### src/rtl/vcp_pkg.sv
package vcp_pkg;
   typedef enum logic [1:0] {
      SEQ_IDLE = 2'd0,
      SEQ_WAIT = 2'd1,
      SEQ_LOW  = 2'd2
   } seq_state_e;
endpackage

### src/rtl/vcp_seq.sv
module vcp_seq
   import vcp_pkg::*;
#(
   parameter int DLY_W      = 8,
   parameter int PULSE_CLKS = 14
) (
   input  logic             clk,
   input  logic             rst_n,
   input  logic             enable,
   input  logic             strobe,
   input  logic [DLY_W-1:0] dly,
   output seq_state_e       state_o
);
   localparam int PW_W  = (PULSE_CLKS > 1) ? $clog2(PULSE_CLKS) : 1;
   localparam int CNT_W = (DLY_W > PW_W) ? DLY_W : PW_W;
   localparam logic [CNT_W-1:0] PULSE_LOAD = CNT_W'(PULSE_CLKS - 1);

   generate
      if (PULSE_CLKS < 1) begin : g_bad_pw
         $error("PULSE_CLKS must be at least 1");
      end
      if (DLY_W < 1) begin : g_bad_dw
         $error("DLY_W must be at least 1");
      end
   endgenerate

   seq_state_e       state_q;
   logic [CNT_W-1:0] cnt_q;
   logic [CNT_W-1:0] dly_ext;
   logic             dly_zero;

   assign dly_ext  = CNT_W'(dly);
   assign dly_zero = (dly == '0);

   always_ff @(posedge clk or negedge rst_n) begin
      if (!rst_n) begin
         state_q <= SEQ_IDLE;
         cnt_q   <= '0;
      end else if (!enable) begin
         state_q <= SEQ_IDLE;
         cnt_q   <= '0;
      end else begin
         case (state_q)
            SEQ_IDLE: begin
               if (strobe) begin
                  if (dly_zero) begin
                     state_q <= SEQ_LOW;
                     cnt_q   <= PULSE_LOAD;
                  end else begin
                     state_q <= SEQ_WAIT;
                     cnt_q   <= dly_ext - 1'b1;
                  end
               end
            end
            SEQ_WAIT: begin
               if (cnt_q == '0) begin
                  state_q <= SEQ_LOW;
                  cnt_q   <= PULSE_LOAD;
               end else begin
                  cnt_q <= cnt_q - 1'b1;
               end
            end
            SEQ_LOW: begin
               if (cnt_q == '0) begin
                  state_q <= SEQ_IDLE;
               end else begin
                  cnt_q <= cnt_q - 1'b1;
               end
            end
            default: begin
               state_q <= SEQ_IDLE;
               cnt_q   <= '0;
            end
         endcase
      end
   end

   assign state_o = state_q;
endmodule

### src/rtl/vcp_ind.sv
module vcp_ind (
   input  logic clk,
   input  logic rst_n,
   input  logic active,
   input  logic hblank,
   input  logic vblank,
   output logic ind_o
);
   logic ind_q;

   always_ff @(posedge clk or negedge rst_n) begin
      if (!rst_n) ind_q <= 1'b1;
      else        ind_q <= active & ~hblank & ~vblank;
   end

   assign ind_o = ind_q;
endmodule

### src/rtl/vclamp_refgen.sv
module vclamp_refgen
   import vcp_pkg::*;
#(
   parameter int DLY_W      = 8,
   parameter int PULSE_CLKS = 14
) (
   input  logic             clk,
   input  logic             rst_n,
   input  logic             hsync_stb,
   input  logic             active_video,
   input  logic             hblank,
   input  logic             vblank,
   input  logic [DLY_W-1:0] clamp_delay,
   input  logic             clamp_mode,
   output logic             ref_out
);
   seq_state_e seq_state;
   logic       ind_val;
   logic       in_pulse;

   vcp_seq #(.DLY_W(DLY_W), .PULSE_CLKS(PULSE_CLKS)) u_seq (
      .clk     (clk),
      .rst_n   (rst_n),
      .enable  (clamp_mode),
      .strobe  (hsync_stb),
      .dly     (clamp_delay),
      .state_o (seq_state)
   );

   vcp_ind u_ind (
      .clk    (clk),
      .rst_n  (rst_n),
      .active (active_video),
      .hblank (hblank),
      .vblank (vblank),
      .ind_o  (ind_val)
   );

   assign in_pulse = (seq_state == SEQ_LOW);
   assign ref_out  = clamp_mode ? ~in_pulse : ind_val;
endmodule

### config.mk
export PLATFORM = sky130hd
export DESIGN_NAME = vclamp_refgen
export DESIGN_NICKNAME = d
export VERILOG_FILES = /design/src/rtl/vcp_pkg.sv /design/src/rtl/vcp_seq.sv /design/src/rtl/vcp_ind.sv /design/src/rtl/vclamp_refgen.sv
export SDC_FILE = /design/constraint.sdc
export NUM_CORES = 1
export LEC_CHECK = 0
export ABC_AREA = 1
export BUFFER_PORTS_ARGS = -buffer_cell sky130_fd_sc_hd__buf_2
export CAP_MARGIN = 20
export CORE_MARGIN = 5
export CORE_UTILIZATION = 45
export DETAILED_ROUTE_END_ITERATION = 16
export HOLD_SLACK_MARGIN = 0.03
export PLACE_DENSITY = 0.74
export SLEW_MARGIN = 0
export SYNTH_ARGS = -nofsm -noshare
export SYNTH_HDL_FRONTEND = slang
export SYNTH_SLANG_ARGS = --single-unit
### constraint.sdc
create_clock -name clk -period 2.14 [get_ports clk]
set_input_delay 0.428 -clock clk [delete_from_list [all_inputs] [get_ports clk]]
set_output_delay 0.428 -clock clk [all_outputs]
set_load 0.1 [all_outputs]
==> flow_summary.toml <==
[synthesis]
synth_top_area_share = 0.252
syn_nets = 174
syn_area_per_cell_um2 = 6.37
synth_area_leaders = "dfrtp_1 (25%), nand2_1 (25%), inv_1 (6.0%)"
synthArstFlopShare = 1.00
synth-edff-count = 0
syn_area_um2 = 993
synth_top_cell_by_area = "dfrtp_1"
synth-seq-cells = 11
yosysWarnings = 0
synth_common_cells = "nand2_1 (66), inv_1 (16), nor2_1 (15)"
yosysMostFrequentCell = "nand2_1"
synthDistinctLibCells = 25
syn_inst = 156
seq_area_frac_synth = 0.278
yosys_most_used_dff = "dfrtp_1"

[global_routing]
grt.total_usage = 0.159
grt-busiest-layer = "met2"
grt_overflow_total = 0
grt_max_degree = 12
grt_util_met1 = 0.184
antenna_found_initial = 0
gr-usage-met2 = 0.279
met3_usage = 0.0339
grt_pass1_vias = 1022
grt_pass1_wl_um = 4160

[clocking]
clkTransAtPathRegs_ps = 80
clockBufferDepth = 2
cts-root-buf = "clkbuf_4"
postCtsSetupBuffers = 0
tritoncts = "built"
cts_buffers = 3
clk-insertion-delay-late_ps = 280
htree_levels = 1
cts_sinks = 11

[power_and_ir_drop]
p_leak_nw = 0.621
power_per_cell_area_nw_per_um2 = 1310
ir_drop_v = 0.000659

[worst_setup_path]
worstPathCellList = "inv_1 -> nor2_1 -> nand2_1 -> inv_1 -> nor2_2 -> buf_2"
regToRegStartpoint = "u_seq.cnt_q[0]$_DFFE_PN0P_"
path_class = "flip-flop to output pin"
critPathMaxStageDelay_ps = 420
worstSetupEndpointType = "output pin"
r2r_end = "u_seq.cnt_q[4]$_DFFE_PN0P_"
reg2regPathDepth = 9
r2r_setup_slack_ps = 520
crit_top_cell = "inv_1"
crit_path_max_fanout = 3
crit_slowest_cell = "buf_2"
crit_path_start_kind = "flip-flop"
worstPathArrival_ps = 1540
cp.required_ps = 1710

[place]
io_buffer_count = 15
gp_congestion = 0.837
pre_cts_ws_ps = 440
dp.final_hpwl_um = 1820

[detailed_routing]
detail_route.wl_per_cell_um = 11.0
dr.pass1.iters = 4
routed_via_density = 4.88
first_iter_violations = 8
drc = 0
drtAntennaViolNets = 0
drt-total-wl_um = 2250
num_vias = 996

[sta]
tightestPinTransition_ps = 484
max_slew_margin = 0.679
rsz0062_at_grt = "no"
maxSlewViolCount = 0
fin_tns_setup_ps = 0
layout_setup_ws_ps = 173
setup_viol = 0
fin_crit_sh = 0.919
max_freq_mhz = 508
report.final.hold_viol_count = 0
min_period_ps = 1970
skew_ps = 6.54

[finish]
diodes = 0
syn2layout_area_growth_pct = 15.0
drive_gt1_frac = 0.199
nets = 195

[flow_run]
cap_violations = 0

[floorplan]
initial_core_util = 0.458
die-area_um2 = 3250
core_um2 = 2170
rows = 17
chipWidth_um = 57.0
ioPinCount = 16
die_y_um = 57.0

[status]
outcome = "complete, no violations"

[hold_path]
worstHoldPathType = "input pin to flip-flop"
min-delay-start = "hblank"
holdPathEnd = "u_ind.ind_o$_DFF_PN1_"
hold_depth = 2
-- cell families after synthesis --
kind of cell             Yosys count  share of synthesized area
AO/OA/AOI/OAI                     14                     0.0907
XOR/XNOR                           4                     0.0353
adder cells (fa/ha/maj)            3                     0.0378
buffers and inverters             18                     0.0680
flip-flops                        11                      0.278
AND/OR/NAND/NOR                  106                      0.490
-- worst max-delay path: cells and delay by family, from the launching register on --
family / cells / cell delay (ps)
DFF: 1 / 400
and+or+nand+nor: 3 / 240
buffers and inverters: 3 / 620
-- worst max-delay path by stage --
stage / start / slack [ps] / to
6_report: u_seq.state_o[1]$_DFFE_PN0P_ / 170 / ref_out
5_1_grt: u_seq.state_o[1]$_DFFE_PN0P_ / 70 / ref_out
4_1_cts: u_seq.state_o[1]$_DFFE_PN0P_ / 170 / ref_out
3_5_place_dp: clamp_mode / 440 / ref_out
3_3_place_gp: clamp_mode / 450 / ref_out
2_1_floorplan: u_seq.state_o[1]$_DFFE_PN0P_ / 230 / ref_out
-- metrics by stage --
stage	area, um^2	total power, mW	utilization	hold WS, ps	cells
after CTS	1140	1.49	0.527	271	204
after global routing	1140	1.67	0.527	272	204
after global placement	1110	1.32	0.510	309	199
after floorplan	996	1.14	-	132	156
after detailed placement	1110	1.34	0.510	311	199
final	1140	1.49	0.527	264	204
-- registers in the layout, summed over array words and instances (netlist names) --
signal	cells
u_seq.cnt_q	8
u_ind.ind_o	1
u_seq.state_o	2
-- cells in the final DEF, fill, tap and decap left out, drive strengths merged --
cell / n
nand2: 67
nor2: 24
inv: 17
buf: 15
o21ai: 11
dfrtp: 10
nand3: 10
xor2: 4
clkbuf: 4
ha: 3
nand4: 2
nand3b: 2
nor3b: 1
o2bb2ai: 1
o211ai: 1
o21bai: 1
clkinv: 1
dlygate4sd3: 1
dfstp: 1
-- per-layer routing --
metal | wire (um) | vias up | part of all wire
li1 | - | 529 | -
met1 | 984 | 436 | 0.44
met2 | 1120 | 22 | 0.50
met3 | 79 | 9 | 0.035
met4 | 73 | 0 | 0.032
met5 | 0 | - | 0
-- what timing repair did --
item                                    CTS  global route
hold buffers                              1             0
hold endpoints to repair                 10             0
endpoints found under the setup margin    0             0
resized for setup                         0             0
-- power breakdown --
| part | switching, mW | internal, mW |
|---|---|---|
| Sequential | 0.120 | 0.294 |
| Clock | 0.0762 | 0.0724 |
| Combinational | 0.597 | 0.334 |
| Total | 0.793 | 0.699 |
-- area by class of cell --
cell class / count / area, um^2
Tap cell: 28 / 35.0
Timing Repair Buffer: 16 / 85.1
Sequential cell: 11 / 277
Multi-Input combinational cell: 127 / 652
Inverter: 18 / 67.6
Fill cell: 232 / 1030
Clock buffer: 4 / 26.3
No activity file was read; power rests on OpenSTA's default activity.
